$ cat src/rtl/qmon_pkg.sv
package qmon_pkg;
    typedef enum logic [1:0] {
        Q_EMPTY = 2'd0,
        Q_PART  = 2'd1,
        Q_FULL  = 2'd2
    } qstate_e;
endpackage

$ cat src/rtl/qmon_level.sv
module qmon_level
    import qmon_pkg::*;
#(
    parameter int DEPTH = 4,
    localparam int LW = $clog2(DEPTH + 1)
) (
    input  logic          clk,
    input  logic          rst_n,
    input  logic          alloc,
    input  logic          dealloc,
    output logic [LW-1:0] level,
    output logic          is_full,
    output logic          is_busy,
    output logic          ovf_err,
    output logic          udf_err
);
    qstate_e       state, state_nxt;
    logic [LW-1:0] lvl_nxt;
    logic          grow, shrink;

    // Only the relevant strobe alone can fault; a paired allocate and release nets out.
    assign ovf_err = alloc & ~dealloc & (state == Q_FULL);
    assign udf_err = dealloc & ~alloc & (state == Q_EMPTY);
    assign grow    = alloc & ~dealloc & ~ovf_err;
    assign shrink  = dealloc & ~alloc & ~udf_err;

    always_comb begin
        lvl_nxt = level;
        if (grow)
            lvl_nxt = level + LW'(1);
        else if (shrink)
            lvl_nxt = level - LW'(1);
    end

    // Next-state process: fill-first, fill-last, drain-first, drain-last, hold.
    always_comb begin
        state_nxt = state;
        unique case (state)
            Q_EMPTY: if (grow)
                state_nxt = (lvl_nxt == LW'(DEPTH)) ? Q_FULL : Q_PART;
            Q_PART: begin
                if (grow && lvl_nxt == LW'(DEPTH))
                    state_nxt = Q_FULL;
                else if (shrink && lvl_nxt == '0)
                    state_nxt = Q_EMPTY;
            end
            Q_FULL: if (shrink)
                state_nxt = (lvl_nxt == '0) ? Q_EMPTY : Q_PART;
            default: state_nxt = Q_EMPTY;
        endcase
    end

    // State register process.
    always_ff @(posedge clk or negedge rst_n) begin
        if (!rst_n) begin
            state <= Q_EMPTY;
            level <= '0;
        end else begin
            state <= state_nxt;
            level <= lvl_nxt;
        end
    end

    // Output process.
    always_comb begin
        is_full = 1'b0;
        is_busy = 1'b0;
        unique case (state)
            Q_EMPTY: ;
            Q_PART:  is_busy = 1'b1;
            Q_FULL: begin
                is_busy = 1'b1;
                is_full = 1'b1;
            end
            default: ;
        endcase
    end


    lvl_bound_chk: assert property (@(posedge clk) disable iff (!rst_n)
        level <= LW'(DEPTH));

    lvl_pair_chk: assert property (@(posedge clk) disable iff (!rst_n)
        (alloc && dealloc) |=> (level == $past(level)));

    ovf_hold_chk: assert property (@(posedge clk) disable iff (!rst_n)
        ovf_err |=> (level == LW'(DEPTH)));

    udf_hold_chk: assert property (@(posedge clk) disable iff (!rst_n)
        udf_err |=> (level == '0));
endmodule

$ cat src/rtl/qmon_acc.sv
module qmon_acc #(
    parameter int W  = 32,
    parameter int IW = 3
) (
    input  logic          clk,
    input  logic          rst_n,
    input  logic          clr,
    input  logic [IW-1:0] inc,
    output logic [W-1:0]  value
);
    always_ff @(posedge clk or negedge rst_n) begin
        if (!rst_n)
            value <= '0;
        else if (clr)
            value <= '0;
        else
            value <= value + W'(inc);
    end


    acc_clear_chk: assert property (@(posedge clk) disable iff (!rst_n)
        clr |=> (value == '0));
endmodule

$ cat src/rtl/qmon_top.sv
module qmon_top #(
    parameter int DEPTH = 4,
    parameter int CW    = 32,
    localparam int LW   = $clog2(DEPTH + 1)
) (
    input  logic          clk,
    input  logic          rst_n,
    input  logic          clr,
    input  logic          alloc,
    input  logic          dealloc,
    output logic [LW-1:0] occ_level,
    output logic [CW-1:0] full_cycles,
    output logic [CW-1:0] busy_cycles,
    output logic [CW-1:0] alloc_total,
    output logic [CW-1:0] occ_sum,
    output logic          ovf_err,
    output logic          udf_err
);
    logic is_full, is_busy, take;

    qmon_level #(.DEPTH(DEPTH)) u_level (
        .clk(clk), .rst_n(rst_n), .alloc(alloc), .dealloc(dealloc),
        .level(occ_level), .is_full(is_full), .is_busy(is_busy),
        .ovf_err(ovf_err), .udf_err(udf_err)
    );

    assign take = alloc & ~ovf_err;

    qmon_acc #(.W(CW), .IW(1)) u_full (
        .clk(clk), .rst_n(rst_n), .clr(clr), .inc(is_full), .value(full_cycles));
    qmon_acc #(.W(CW), .IW(1)) u_busy (
        .clk(clk), .rst_n(rst_n), .clr(clr), .inc(is_busy), .value(busy_cycles));
    qmon_acc #(.W(CW), .IW(1)) u_alloc (
        .clk(clk), .rst_n(rst_n), .clr(clr), .inc(take), .value(alloc_total));
    qmon_acc #(.W(CW), .IW(LW)) u_occ (
        .clk(clk), .rst_n(rst_n), .clr(clr), .inc(occ_level), .value(occ_sum));


    full_step_chk: assert property (@(posedge clk) disable iff (!rst_n)
        (!clr && occ_level == LW'(DEPTH)) |=> (full_cycles == $past(full_cycles) + CW'(1)));

    busy_idle_chk: assert property (@(posedge clk) disable iff (!rst_n)
        (!clr && occ_level == '0) |=> $stable(busy_cycles));

    ovf_count_chk: assert property (@(posedge clk) disable iff (!rst_n)
        (!clr && ovf_err) |=> $stable(alloc_total));

    occ_add_chk: assert property (@(posedge clk) disable iff (!rst_n)
        !clr |=> (occ_sum == $past(occ_sum) + CW'($past(occ_level))));
endmodule

$ cat config.mk
export PLATFORM = sky130hd
export DESIGN_NAME = qmon_top
export DESIGN_NICKNAME = d
export VERILOG_FILES = /design/src/rtl/qmon_pkg.sv /design/src/rtl/qmon_level.sv /design/src/rtl/qmon_acc.sv /design/src/rtl/qmon_top.sv
export SDC_FILE = /design/constraint.sdc
export NUM_CORES = 1
export LEC_CHECK = 0
export BUFFER_PORTS_ARGS = -buffer_cell sky130_fd_sc_hd__buf_2
export CORE_ASPECT_RATIO = 1.4
export CORE_MARGIN = 2
export CORE_UTILIZATION = 40
export DETAILED_ROUTE_END_ITERATION = 12
export GPL_TIMING_DRIVEN = 0
export PLACE_DENSITY = 0.59
export SYNTH_ARGS = -nofsm -noshare
export SYNTH_HDL_FRONTEND = slang
export SYNTH_HIERARCHICAL = 1
export SYNTH_SLANG_ARGS = --single-unit
$ cat constraint.sdc
create_clock -name clk -period 2.6 [get_ports clk]
set_input_delay 0.13 -clock clk [delete_from_list [all_inputs] [get_ports clk]]
set_output_delay 0.13 -clock clk [all_outputs]
set_load 0.01 [all_outputs]
* Yosys cells after proc, flatten, opt, wreduce, memory -nomap -nowiden
Cells that the tools add are included.
Word-level totals: bits in registers 133, bits of input ports 5
Operators by class: add/sub/neg operators 6, equality and inequality tests 6, multiplexer cells 15, bitwise gates (word level) 11, reductions and logical operators 6
Operators with widths (number):
- $mux 32 | 4
- $add 32x1->32 | 3
- $add 32x3->32 | 1
- $mux 2 | 5
- $and 1x1->1 | 7
- $mux 3 | 2
- $pmux 2 s3 | 1
- $ne 2x1->1 const B | 2
- $not 1->1 | 4
- $add 3x1->3 const B | 1
- $eq 3x3->1 const B | 1
- $logic_not 3->1 | 1
- $mux 1 | 3
- $ne 3x1->1 const B | 1
- $reduce_and 3->1 | 1
- $sub 3x1->3 const B | 1
- $eq 2x1->1 const B | 1
- $eq 2x2->1 const B | 1
- $logic_and 1x1->1 | 2
- $logic_not 2->1 | 1
- $reduce_or 2->1 | 1

* Longest topological paths before layout
depth in word-level cells 12, mapped depth 10, gate-level depth less buffers 9

* Cells and area by module
Netlist, hierarchy kept.
By module, submodules not included:
- qmon_acc (u_alloc ...) | instances 3, cells each 169, area each 1640.3 um^2
- qmon_acc (u_occ) | instances 1, cells each 179, area each 1734.2 um^2
- qmon_level | instances 1, cells each 57, area each 510.5 um^2
- qmon_top | instances 1, cells each 1, area each 13.8 um^2

* Worst setup path after synthesis
Ideal clock, no wire load.
path type flip-flop to flip-flop, from register u_level.state[0], to register u_alloc.value[31], setup time 0.125 ns, arrival time 2.650 ns, required time 2.475 ns, path slack -0.175 ns, stages on the path, launching flop included 10, buffers on the path 0, path through dfrtp_1 inv_1 ha_1 and3b_2 nor2b_4 ha_1 nand4_1 or4_1 nor4_1 mux2_2
On the way: longest elaborated chain between the ends 6
Ends and longest elaborated chain:
- start: declaration | line qmon_level.sv:17 | qstate_e state, state_nxt;
- start signal: assignment | line qmon_level.sv:59 | state <= state_nxt;
- $eq 2x2->1 | line qmon_level.sv:22 | assign ovf_err = alloc & ~dealloc & (state == Q_FULL);
- $and 1x1->1 | line qmon_level.sv:22
- net ovf_err | line qmon_top.sv:16 | output logic ovf_err,
- $not 1->1 | line qmon_top.sv:27 | assign take = alloc & ~ovf_err;
- $and 1x1->1 | line qmon_top.sv:27
- net take | line qmon_top.sv:19 | logic is_full, is_busy, take;
- $add 32x1->32 | line qmon_acc.sv:17 | value <= value + W'(inc);
- $mux 32 | line qmon_acc.sv:14 | else if (clr)
- end signal: assignment | line qmon_acc.sv:17
- end: declaration | line qmon_acc.sv:9 | output logic [W-1:0] value
The timed path passes the listed nets, and every way through them passes these cells. A chain may end at the register's enable or synchronous reset.

* Worst setup path in the final report
from register u_level.state[0], to register u_alloc.value[27]
On the way: longest elaborated chain between the ends 6
Ends and longest elaborated chain (line):
- $eq 2x2->1 | qmon_level.sv:22
- $and 1x1->1 | qmon_level.sv:22
- $not 1->1 | qmon_top.sv:27
- $and 1x1->1 | qmon_top.sv:27
- net take | qmon_top.sv:19
- $add 32x1->32 | qmon_acc.sv:17
- $mux 32 | qmon_acc.sv:14
The timed path passes the listed nets, and every way through them passes these cells.

==> metrics.yaml <==
nFillCells: 1675
fmax_mhz: 394
rows: 58
nets: 934
stdcell_count: 1164
dp.cells: 1122
r2r_cells: 9
drive_gt1_share_pct: 25.5
synth_top_cell_by_area: "dfrtp_1"
cts_buffers: 17
die_width_um: 117
routed_wl_um: 18400
overflow: 0
cts_buffer_depth: 2
gr-usage-all-layers_pct: 19.8
die_area_um2: 19100
dp_slack_ns: -0.403
cts.htree.levels: 4
leakage_nw: 3.97
dp_hpwl_um: 12700
dr.first_iter.drc_count: 378
status: "complete, no violations"
portBuffers: 137
fin_crit_ns: 2.54
hold_depth: 2
worst_clock_skew_ns: 0.00944
start_util_pct: 40.4
final_common_cell: "buf_2"
final_cell_mix: "143 x buf_2, 132 x dfrtp_1, 74 x a21oi_1, 58 x nor2_1, 49 x or4_1"
hold_viol: 0
vias: 6395
final_util_pct: 50.3
synth_fp_nets: 765
yosysSeqAreaShare_pct: 46.4
synth_flop_cell: "dfrtp_1"
coreArea_um2: 17800
cpMostUsedCell: "ha_4"
hold_class: "in -> reg"
ir_drop_mv: 0.343
place_congestion: 0.768
cp-end-kind: "flop"
critPathMaxStageDelay_ns: 0.59
syn_avg_cell_area_um2: 9.65
cp_cell_sequence: "inv_1, ha_4, and3b_2, nor2b_4, ha_4, nand4_1, or4_4, or4_1, a21oi_1"
root_buffer: "clkbuf_16"
diodes: 0
maxCapViolations: 0
rsz0062_at_grt: "no"
netlist_area_um2: 7180
drt_drc_violations_left: 0
tightest_slew_ns: 0.589
grt_max_degree: 75
clkTransAtPathRegs_ns: 0.05
drv_slew: 0
wl_per_cell_um: 15.8
yosys-top-cells-area: "dfrtp_1 46%, or4_1 5.3%, a21oi_1 5.2%, o31ai_1 5.0%, xor2_1 3.4%"
cts_tree: "done"
die_y_um: 163
dr.pass1.iters: 5
critPathSlowestCell: "or4_4"
ys_seq_elements: 133
synthCells: 744
cp.required_ns: 2.94
synth_top_cell_area_share_pct: 46.4
period_share_pct: 97.6
antenna_found_initial: 1
synth_cell_types: 51
setup_viol: 0
worstPathArrival_ns: 2.88
cp_max_fo: 7
fin_ws_ns: 0.0613
grt_pass1_wl_um: 30200
synth_edf_count: 0
cts.sinks: 133
grt_pass1_vias: 6165
area_growth_pct: 24.6
crit_path_start_kind: "flop"
p_per_area_nw_per_um2: 639
path_class: "reg -> reg"
viasPerCell: 5.49
yosysWarnings: 6
ant_nets: 0
synthArstFlopShare_pct: 100
insertion_delay_ns: 0.42
slew_headroom_pct: 60.7
ios: 138
per-stage QoR:
stage | instance area, µm² | setup TNS, ns | power (mW) | hold WS, ns
global placement | 8180 | -83.20 | 3.31 | 0.555
floorplan | 7190 | 0 | 2.99 | -0.166
CTS | 8890 | 0 | 5.78 | 0.144
finish | 8950 | 0 | 5.71 | 0.153
global route | 8950 | 0 | 6.04 | 0.160
detailed placement | 8210 | -4.36 | 3.32 | 0.155
synthesized netlist by cell type, types with 2 or more instances:
| cell | n |
|---|---|
| a21oi_1 | 74 |
| a32oi_1 | 2 |
| and2_1 | 2 |
| and3_1 | 10 |
| and4_1 | 15 |
| buf_2 | 6 |
| buf_6 | 5 |
| clkbuf_1 | 21 |
| dfrtp_1 | 133 |
| ha_1 | 15 |
| inv_1 | 29 |
| mux2_2 | 7 |
| nand2_1 | 46 |
| nand2_2 | 3 |
| nand3_1 | 31 |
| nand4_1 | 24 |
| nand4_2 | 3 |
| nor2_1 | 58 |
| nor2b_1 | 16 |
| nor2b_4 | 2 |
| nor3_1 | 2 |
| nor3b_1 | 3 |
| nor4_1 | 12 |
| o2111ai_1 | 2 |
| o211ai_1 | 2 |
| o21ai_0 | 27 |
| o31ai_1 | 48 |
| or3_1 | 23 |
| or3_2 | 3 |
| or4_1 | 51 |
| or4_2 | 3 |
| or4_4 | 3 |
| xnor2_1 | 18 |
| xor2_1 | 28 |
repair_timing:
| action | 4_1_cts | 5_1_grt |
|---|---|---|
| gates resized for setup | 9 | 9 |
| pin swaps | 3 | 2 |
| hold buffers | 1 | 0 |
| endpoints found under the hold margin | 59 | 0 |
| setup buffers | 5 | 6 |
| setup endpoints to repair | 23 | 25 |
cell families after synthesis:
family | synth area share (%)
AOI/OAI and AO/OA | 13.6
xor gates and xnor gates | 5.61
muxes | 1.10
adders and majority gates | 2.89
and+or+nand+nor | 26.5
buffers and inverters | 3.92
DFF | 46.4
layout make-up:
class	instances	area (µm²)	area share, %
plain buffers	33	176	1.97
clock buffers	21	470	5.26
clock inverters	9	104	1.16
inverters	29	109	1.22
multi-input cells	549	3650	40.7
flip-flops and latches	133	3330	37.2
well taps	240	300	3.36
repair buffers	150	812	9.08
worst max-delay path: cells and delay by family (launching register included):
| family | cells | cell delay [ns] |
|---|---|---|
| fa+ha+maj | 2 | 0.34 |
| flops | 1 | 0.36 |
| compound gates | 1 | 0.15 |
| simple gates | 5 | 1.53 |
| buf+inv | 1 | 0.09 |
worst paths after layout:
check	startpoint	to	slack [ns]
setup / recovery	u_level/state[0]	u_alloc/value[27]	0.06
hold / removal	clr	u_full/value[0]	0.15
setup reg to reg	u_level/state[0]	u_alloc/value[27]	0.06
hold reg to reg	u_alloc/value[29]	u_alloc/value[29]	0.56
max in group asynchronous	rst_n	u_level/level[0]	1.53
min in group asynchronous	rst_n	u_full/value[21]	0.27
power breakdown:
part           internal, mW  total [mW]  switching (mW)  leakage [nW]
combinational         0.472        1.05           0.583          1.85
sequential             2.17        2.30           0.132          1.84
clock                  1.47        2.36           0.886         0.281
total                  4.11        5.71            1.60          3.97
registers in the layout, summed over array words and instances, names as in the netlist:
name           cells
u_alloc/value     32
u_busy/value      32
u_full/value      32
u_level/level      3
u_level/state      2
u_occ/value       32
per-layer routing:
| metal | vias to the layer above | part of all wire (%) | global-route usage (%) |
|---|---|---|---|
| li1 | 3107 | - | - |
| met1 | 3124 | 44 | 24.2 |
| met2 | 139 | 50 | 34.0 |
| met3 | 23 | 4.0 | 4.17 |
| met4 | 2 | 1.5 | 7.17 |
| met5 | - | 0.071 | 0 |
No activity file was read; power rests on OpenSTA's default activity.
